<file path="config.mk">
export PLATFORM = sky130hd
export DESIGN_NAME = gpio_irq_bank
export DESIGN_NICKNAME = d
export VERILOG_FILES = /design/src/rtl/gpio_bank_pkg.sv /design/src/rtl/gpio_reg_cell.sv /design/src/rtl/gpio_pad_sync.sv /design/src/rtl/gpio_event_unit.sv /design/src/rtl/gpio_irq_bank.sv
export SDC_FILE = /design/constraint.sdc
export NUM_CORES = 1
export LEC_CHECK = 0
export BUFFER_PORTS_ARGS = -buffer_cell sky130_fd_sc_hd__buf_2
export CAP_MARGIN = 15
export CORE_MARGIN = 2
export CORE_UTILIZATION = 35
export CTS_CLUSTER_SIZE = 24
export DETAILED_ROUTE_END_ITERATION = 7
export PLACE_DENSITY_LB_ADDON = 0.3
export SLEW_MARGIN = 20
export SYNTH_ARGS = -nofsm -noshare
export SYNTH_HDL_FRONTEND = slang
export SYNTH_SLANG_ARGS = --single-unit
</file>
<file path="constraint.sdc">
create_clock -name clk -period 4.27 [get_ports clk]
set_clock_uncertainty 0.2 [all_clocks]
set_input_delay 0 -clock clk [delete_from_list [all_inputs] [get_ports clk]]
set_output_delay 0 -clock clk [all_outputs]
set_load 0.005 [all_outputs]
</file>
<file path="src/rtl/gpio_bank_pkg.sv">
package gpio_bank_pkg;
  localparam int IDX_W    = 3;
  localparam int ALIAS_W  = 2;
  localparam int ADDR_W   = IDX_W + ALIAS_W;
  localparam int NUM_REGS = 1 << IDX_W;

  // register indices; the bus decodes these positions
  typedef enum logic [IDX_W-1:0] {
    REG_DOUT  = 3'd0,
    REG_DOE   = 3'd1,
    REG_DIN   = 3'd2,
    REG_IEN   = 3'd3,
    REG_ROUTE = 3'd4,
    REG_LEVEL = 3'd5,
    REG_POL   = 3'd6,
    REG_STAT  = 3'd7
  } reg_sel_e;

  // access kinds carried in the low address bits
  typedef enum logic [ALIAS_W-1:0] {
    ACC_WRITE = 2'd0,
    ACC_SET   = 2'd1,
    ACC_CLR   = 2'd2,
    ACC_NONE  = 2'd3
  } access_e;
endpackage

</file>
<file path="src/rtl/gpio_reg_cell.sv">
module gpio_reg_cell
  import gpio_bank_pkg::*;
#(
  parameter int W = 32
) (
  input  logic         clk,
  input  logic         rst_n,
  input  logic         wr_sel,
  input  access_e      wr_access,
  input  logic [W-1:0] wr_data,
  output logic [W-1:0] q
);
  logic [W-1:0] d;
  logic         en;

  always_comb begin
    en = wr_sel;
    d  = q;
    unique case (wr_access)
      ACC_WRITE: d = wr_data;
      ACC_SET:   d = q | wr_data;
      ACC_CLR:   d = q & ~wr_data;
      default: begin
        d  = q;
        en = 1'b0;
      end
    endcase
  end

  always_ff @(posedge clk or negedge rst_n) begin
    if (!rst_n) begin
      q <= '0;
    end else if (en) begin
      q <= d;
    end
  end
endmodule

</file>
<file path="src/rtl/gpio_pad_sync.sv">
module gpio_pad_sync #(
  parameter int W = 32
) (
  input  logic         clk,
  input  logic         rst_n,
  input  logic [W-1:0] async_in,
  output logic [W-1:0] sync_out
);
  logic [W-1:0] stage1_q;
  logic [W-1:0] stage1_d;
  logic [W-1:0] stage2_d;

  always_comb begin
    stage1_d = async_in;
    stage2_d = stage1_q;
  end

  always_ff @(posedge clk or negedge rst_n) begin
    if (!rst_n) begin
      stage1_q <= '0;
      sync_out <= '0;
    end else begin
      stage1_q <= stage1_d;
      sync_out <= stage2_d;
    end
  end
endmodule

</file>
<file path="src/rtl/gpio_event_unit.sv">
module gpio_event_unit #(
  parameter int W = 32
) (
  input  logic         clk,
  input  logic         rst_n,
  input  logic [W-1:0] pin_now,
  input  logic [W-1:0] level_sel,
  input  logic [W-1:0] pol_sel,
  input  logic [W-1:0] clr_mask,
  output logic [W-1:0] event_hit,
  output logic [W-1:0] stat_q
);
  logic [W-1:0] prev_q;
  logic [W-1:0] at_active;
  logic [W-1:0] changed;
  logic [W-1:0] stat_d;

  always_comb begin
    at_active = ~(pin_now ^ pol_sel);
    changed   = pin_now ^ prev_q;
    // edge mode needs a change into the active value; level mode only the value
    event_hit = (level_sel & at_active) | (~level_sel & changed & at_active);
    // a fresh event overrides a clear on the same clock
    stat_d    = (stat_q & ~clr_mask) | event_hit;
  end

  always_ff @(posedge clk or negedge rst_n) begin
    if (!rst_n) begin
      prev_q <= '0;
      stat_q <= '0;
    end else begin
      prev_q <= pin_now;
      stat_q <= stat_d;
    end
  end
endmodule

</file>
<file path="src/rtl/gpio_irq_bank.sv">
module gpio_irq_bank
  import gpio_bank_pkg::*;
#(
  parameter int NPINS = 32
) (
  input  logic              clk,
  input  logic              rst_n,
  input  logic [ADDR_W-1:0] bus_addr,
  input  logic              bus_we,
  input  logic [NPINS-1:0]  bus_wdata,
  output logic [NPINS-1:0]  bus_rdata,
  input  logic [NPINS-1:0]  pad_in,
  output logic [NPINS-1:0]  pad_out,
  output logic [NPINS-1:0]  pad_oe,
  output logic              irq_out
);
  logic [IDX_W-1:0]              acc_idx;
  access_e                       acc_kind;
  logic [NUM_REGS-1:0][NPINS-1:0] reg_view;
  logic [NPINS-1:0]              din_q;
  logic [NPINS-1:0]              stat_q;
  logic [NPINS-1:0]              event_hit;
  logic [NPINS-1:0]              stat_clr;
  logic [NPINS-1:0]              ien_q;
  logic [NPINS-1:0]              route_q;

  assign acc_idx  = bus_addr[ADDR_W-1:ALIAS_W];
  assign acc_kind = access_e'(bus_addr[ALIAS_W-1:0]);

  gpio_pad_sync #(.W(NPINS)) u_sync (
    .clk      (clk),
    .rst_n    (rst_n),
    .async_in (pad_in),
    .sync_out (din_q)
  );

  for (genvar gi = 0; gi < NUM_REGS; gi++) begin : g_reg
    if (gi == int'(REG_DIN)) begin : g_din
      assign reg_view[gi] = din_q;
    end else if (gi == int'(REG_STAT)) begin : g_stat
      assign reg_view[gi] = stat_q;
    end else begin : g_cell
      gpio_reg_cell #(.W(NPINS)) u_cell (
        .clk       (clk),
        .rst_n     (rst_n),
        .wr_sel    (bus_we && (acc_idx == IDX_W'(gi))),
        .wr_access (acc_kind),
        .wr_data   (bus_wdata),
        .q         (reg_view[gi])
      );
    end
  end

  assign stat_clr = (bus_we && (acc_idx == REG_STAT) && (acc_kind == ACC_CLR))
                    ? bus_wdata : '0;

  gpio_event_unit #(.W(NPINS)) u_event (
    .clk       (clk),
    .rst_n     (rst_n),
    .pin_now   (din_q),
    .level_sel (reg_view[REG_LEVEL]),
    .pol_sel   (reg_view[REG_POL]),
    .clr_mask  (stat_clr),
    .event_hit (event_hit),
    .stat_q    (stat_q)
  );

  assign ien_q     = reg_view[REG_IEN];
  assign route_q   = reg_view[REG_ROUTE];
  assign pad_out   = reg_view[REG_DOUT];
  assign pad_oe    = reg_view[REG_DOE];
  assign irq_out   = |(stat_q & ien_q & route_q);
  assign bus_rdata = reg_view[acc_idx];
endmodule

</file>
## Word level (Yosys, flattened, before mapping)

Cells that the tools add are included.

| storage, ports and cells | value |
|---|---|
| bits in registers | 320 |
| bits in latches | 0 |
| RAM bits | 0 |
| bits in read-only memories | 0 |
| input bits | 72 |
| output and inout bits | 97 |
| logic and storage cells | 79 |
| memories | 0 |

| cells by class | value |
|---|---|
| add/subtract/negate cells | 0 |
| multiply operators | 0 |
| divide/modulo/power cells | 0 |
| order comparisons | 1 |
| eq/ne operators | 8 |
| shift operators | 0 |
| mux-type cells | 15 |
| bitwise logic cells | 26 |
| reduce and logical (&&, ||, !) cells | 19 |

Operators with widths:

| operator | count |
|---|---|
| case mux 32 bit (3 select lines) | 6 |
| bitwise AND 32 bit | 12 |
| bitwise OR 32 bit | 8 |
| inverter 32 bit | 4 |
| binary-select mux 32 bit (select 3 bit) | 1 |
| 2-to-1 mux 32 bit | 2 |
| XOR 32 bit | 2 |
| OR reduction 32 bit | 1 |
| equality test 3 bit, second input constant | 4 |
| AND reduction 2 bit | 6 |
| logical AND 1 bit | 8 |
| 2-to-1 mux 1 bit | 6 |
| < comparator 3 x 4 -> 1 bit, second input constant | 1 |
| equality test 3 x 1 -> 1 bit, second input constant | 1 |
| equality test 3 x 2 -> 1 bit, second input constant | 1 |
| logical NOT 3 bit | 1 |
| nonzero test 3 bit | 1 |
| OR reduction 3 bit | 1 |
| equality test 2 x 1 -> 1 bit, second input constant | 1 |
| equality test 2 bit, second input constant | 1 |
| logical NOT 2 bit | 1 |

## Logic depth before layout (Yosys ltp)

| logic depth | value |
|---|---|
| depth after elaboration | 7 |
| mapped depth | 8 |
| depth with buffers taken out | 6 |

## Modules after synthesis

A second synthesis with hierarchy kept.

| second synthesis, totals | value |
|---|---|
| cell total of the unflattened synthesis | 1638 |
| area, all modules | 18595.3 µm² |

Modules (own cells, without submodules):

| module | times used | cells an instance | area an instance (µm²) | seq. area each (µm²) |
|---|---|---|---|---|
| gpio_reg_cell | 6 | 186 | 1924.3 | 800.8 |
| gpio_event_unit | 1 | 256 | 2922.8 | 1601.5 |
| gpio_irq_bank | 1 | 202 | 2524.9 | 0.0 |
| gpio_pad_sync | 1 | 64 | 1601.5 | 1601.5 |

## Worst setup path before layout

No wires, ideal clock.

| timing | value |
|---|---|
| kind | input to register |
| start point | in bus_addr[0] |
| end point | reg g_reg[0].g_cell.u_cell.q[10] |
| library setup time | 126 ps |
| data arrival time | 1390 ps |
| required time | 3944 ps |
| setup slack | 2554 ps |
| stages | 6 |
| path buffers | 2 |
| path through | ha_1 or3b_1 buf_2 nor3_4 buf_2 a21oi_1 |

| between the ends | value |
|---|---|
| longest elaborated chain between the ends | 4 |
| elaborated cells on any way between the ends | 8 |
| classes of those cells | eq/ne (2); mux (2); reduce/logical (4) |

RTL lines:

| element | RTL line | text |
|---|---|---|
| from (decl) | gpio_irq_bank.sv:8 | `input logic [ADDR_W-1:0] bus_addr,` |
| equality test 2 bit (tied with other cells) | gpio_reg_cell.sv:19 | `unique case (wr_access)` |
| OR reduction 3 bit (no line) | n/a |  |
| 2-to-1 mux 1 bit | gpio_reg_cell.sv:19 |  |
| AND reduction 2 bit (no line) | n/a |  |
| to (signal assigned) | gpio_reg_cell.sv:32 | `q <= '0;` |
| to (signal assigned) | gpio_reg_cell.sv:34 | `q <= d;` |
| to (decl) | gpio_reg_cell.sv:11 | `output logic [W-1:0] q` |

Several ways; a longest one is shown, not always the timed one.
A chain may end at the register's enable or synchronous reset.

## Worst setup path after layout

| timing | value |
|---|---|
| start point | reg g_reg[3].g_cell.u_cell.q[29] |
| end point | out irq_out |

| between the ends | value |
|---|---|
| longest elaborated chain between the ends | 3 |

RTL lines:

| element | RTL line | text |
|---|---|---|
| from (decl) | gpio_reg_cell.sv:11 |  |
| from (signal assigned) | gpio_reg_cell.sv:32 |  |
| from (signal assigned) | gpio_reg_cell.sv:34 |  |
| bitwise AND 32 bit (2 in series) | gpio_irq_bank.sv:72 | `assign irq_out = \|(stat_q & ien_q & route_q);` |
| OR reduction 32 bit | gpio_irq_bank.sv:72 |  |
| to (decl) | gpio_irq_bank.sv:15 | `output logic irq_out` |

No other way between the ends.

==> summary.txt <==
Placement
  • Port bufs: between 150 and 200
  • Dpl hpwl: 26.2 mm
  • RePlAce Congestion: 0.794

Clock tree
  • TritonCTS clock tree: built
  • TritonCTS Buffers: 39
  • Post-cts resize count: 0
  • Clk_lat worst skew: approximately 0.56 ns
  • CTS root buffer: clkbuf_16
  • H-tree Lvls: 2
  • TritonCTS Sinks: 320
  • Clock transition at the registers of the reported paths: roughly 0.060 ns
  • CTS Buffer Depth: 3
  • Post-CTS Setup Bufs: 0
  • CTS Hold Bufs: 108

Setup path
  • Worst R2R Setup Slack: about 3 ns
  • Startpoint Class: flip-flop
  • Path depth of the worst reg2reg path: 2
  • WP data arrival: approximately 2.7 ns
  • Worst Path Max Fanout: 3
  • Worst setup EP type: output pin
  • Worst R2R Start: g_reg[5].g_cell.u_cell.q[0]$_DFFE_PN0P_
  • Worst R2R End: u_event.stat_q[0]$_DFF_PN0_
  • Worst Path Class, Setup: flip-flop to output pin
  • Worst path required time: between 4 and 5 ns

Synth
  • Syn Area/Cell: between 10 and 15 um2
  • Top post-synthesis cells by area: dfrtp_1 (54%), a21oi_1 (13%), mux4_2 (9.7%)
  • Synthesized cell area: ~0.015 mm2
  • Synth area leader: dfrtp_1
  • Count of cell types in the netlist: 30
  • #FFs+latches synth: 320
  • Syn nets: between 1,000 and 1,500
  • Syn Inst Count: roughly 1,300
  • Synth top area share: 0.542
  • Yosys warnings: 0
  • Sequential share of the synthesized area: 0.542

Drt
  • # DRC: 0
  • Final wirelength: between 40 and 50 mm
  • Routed Antenna Nets: 0
  • Post-DR wirelength/cell: 21.0 um
  • Initial drt markers: roughly 840
  • Router iterations before antenna repair: 5
  • Via count: approximately 11,000
  • DR vias/cell: approximately 5.3

Cells and area
  • Commonest non-fill, non-tap cell in the layout: a21oi_1
  • Net count, final: roughly 1,500
  • Share of layout cells above drive strength 1: 0.242
  • Commonest non-fill, non-tap cells in the layout: a21oi_1 (384), dfrtp_1 (320), buf_2 (165), dlygate4sd3_1 (107), mux4_2 (64)
  • Area delta synth->final: 21.2%
  • Final Util: 0.428
  • # fillers: approximately 3,900
  • Ant. Diodes: 0

GRT
  • Pin count of the biggest net entering global routing: between 100 and 150
  • Number of global-route vias before repair: 11,045
  • GRT Util Overall: 0.197
  • GRT Residual Overflow: 0
  • First-pass GRT wire length: between 60 and 70 mm
  • Initial antenna violation count: 0

Floorplanning
  • CORE AREA: 0.0419 mm2
  • # IOs: 169
  • Core Rows: between 70 and 80
  • Initial Utilization: 0.353
  • Die span in x: ~210 um
  • Die area: ~0.044 mm2
  • Die height: between 200 and 250 um

STA
  • Slew headroom: 0.353
  • Slew @ Worst Pin: 0.970 ns
  • Max Transition Viols Final: 0
  • RSZ-0062 raised after global routing: no
  • Final Critical Period: approximately 2.8 ns
  • Final hold vios: 0
  • Setup TNS: 0 ns
  • Tcrit/Tclk final: 0.667
  • Setup Viol. Count Final: 0
  • Max Freq: 351 MHz
  • Fin Hold WS: between 0.1 and 0.15 ns

Run
  • Max-cap violations: 0

Run status
  • Status: finished, final reports clean

Pwr
  • Peak supply drop: around 0.38 mV
  • Pwr dens: between 500 and 600 mW/mm2
  • Leak: 0.00784 uW

Worst hold path
  • Hold Crit Depth: 0
  • Hold crit path type: flip-flop to flip-flop
  • Worst Hold Launch: u_sync.stage1_q[11]$_DFF_PN0_
  • Hold Path End: u_sync.sync_out[11]$_DFF_PN0_
## state kept, by name (all words and copies together), names as in the netlist
| signal | flops |
|---|---|
| u_event.stat_q | 32 |
| u_sync.sync_out | 32 |
| u_sync.stage1_q | 32 |
| g.g_cell.u_cell.q | 192 |
| u_event.prev_q | 32 |
## cell usage after synthesis (all sizes together)
master / n
inv: 34
ha: 3
mux2: 32
nor2: 36
a21oi: 384
or4: 1
a21o: 32
a21boi: 3
and3: 12
nand2: 33
a31oi: 10
a211oi: 32
xor2: 58
nor3: 6
o2bb2ai: 29
nand2b: 5
a311o: 3
clkbuf: 31
or3b: 1
nand4: 4
buf: 137
nand3: 9
dfrtp: 320
mux4: 64
a311oi: 2
## power by group
part	total [uW]	internal [uW]	switching (uW)	leakage [uW]
Sequential	4090	3580	508	0.00372
Clock	3320	1990	1330	0.000647
Combinational	1960	994	966	0.00347
## per-layer routing
layer / GRT usage / up-vias / wire, um
li1: - / 4910 / -
met1: 0.277 / 5476 / 19300
met2: 0.317 / 312 / 20000
met3: 0.0331 / 49 / 2160
met4: 0.0528 / 0 / 774
met5: 0 / - / 0
## worst max path at each step
stage / cells after the start / startpoint / slack, ns / end
after floorplan: 6 / bus_addr[0] / 2.55 / g_reg[0].g_cell.u_cell.q[10]$_DFFE_PN0P_
after detailed placement: 6 / bus_addr[3] / 1.57 / g_reg[5].g_cell.u_cell.q[27]$_DFFE_PN0P_
final: 6 / g_reg[3].g_cell.u_cell.q[29]$_DFFE_PN0P_ / 1.42 / irq_out
after global routing: 6 / g_reg[3].g_cell.u_cell.q[29]$_DFFE_PN0P_ / 1.25 / irq_out
after global placement: 6 / bus_addr[3] / 1.61 / g_reg[5].g_cell.u_cell.q[27]$_DFFE_PN0P_
after CTS: 6 / g_reg[3].g_cell.u_cell.q[29]$_DFFE_PN0P_ / 1.36 / irq_out
## through the flow
stage	total power, uW	setup WS [ns]	instances	area, um2
floorplan	5420	2.55	1281	14800
global placement	5970	1.61	1839	15500
detailed placement	6030	1.57	1839	15500
CTS	9470	1.36	2015	17900
global route	9900	1.25	2015	17900
finish	9370	1.42	2015	17900
## area by class of cell
type | count | area (um2) | share of cell area
Clock buffer | 53 | 1140 | 0.0636
Sequential cell | 320 | 8010 | 0.447
Clock inverter | 15 | 150 | 0.00838
Inverter | 34 | 128 | 0.00712
Tap cell | 539 | 674 | 0.0376
Multi-Input combinational cell | 759 | 5690 | 0.317
Timing Repair Buffer | 295 | 2130 | 0.119
## logic make-up after synthesis
family / share of synthesized area
AO/OA/AOI/OAI: 0.189
XOR/XNOR: 0.0344
adder cells (fa/ha/maj): 0.00254
buffers and inverters: 0.0746
flip-flops: 0.542
multiplexers: 0.122
AND/OR/NAND/NOR: 0.0364
## critical path, cell delays in order, from the launching register on
cell and delay [ns]:
dfrtp_1 0.41, nand3_1 0.25, nand2_1 0.12, a311oi_1 0.59
nand4_1 0.13, or4_1 0.43, buf_2 0.16
Note: power is estimated with default switching activity, not from simulation.
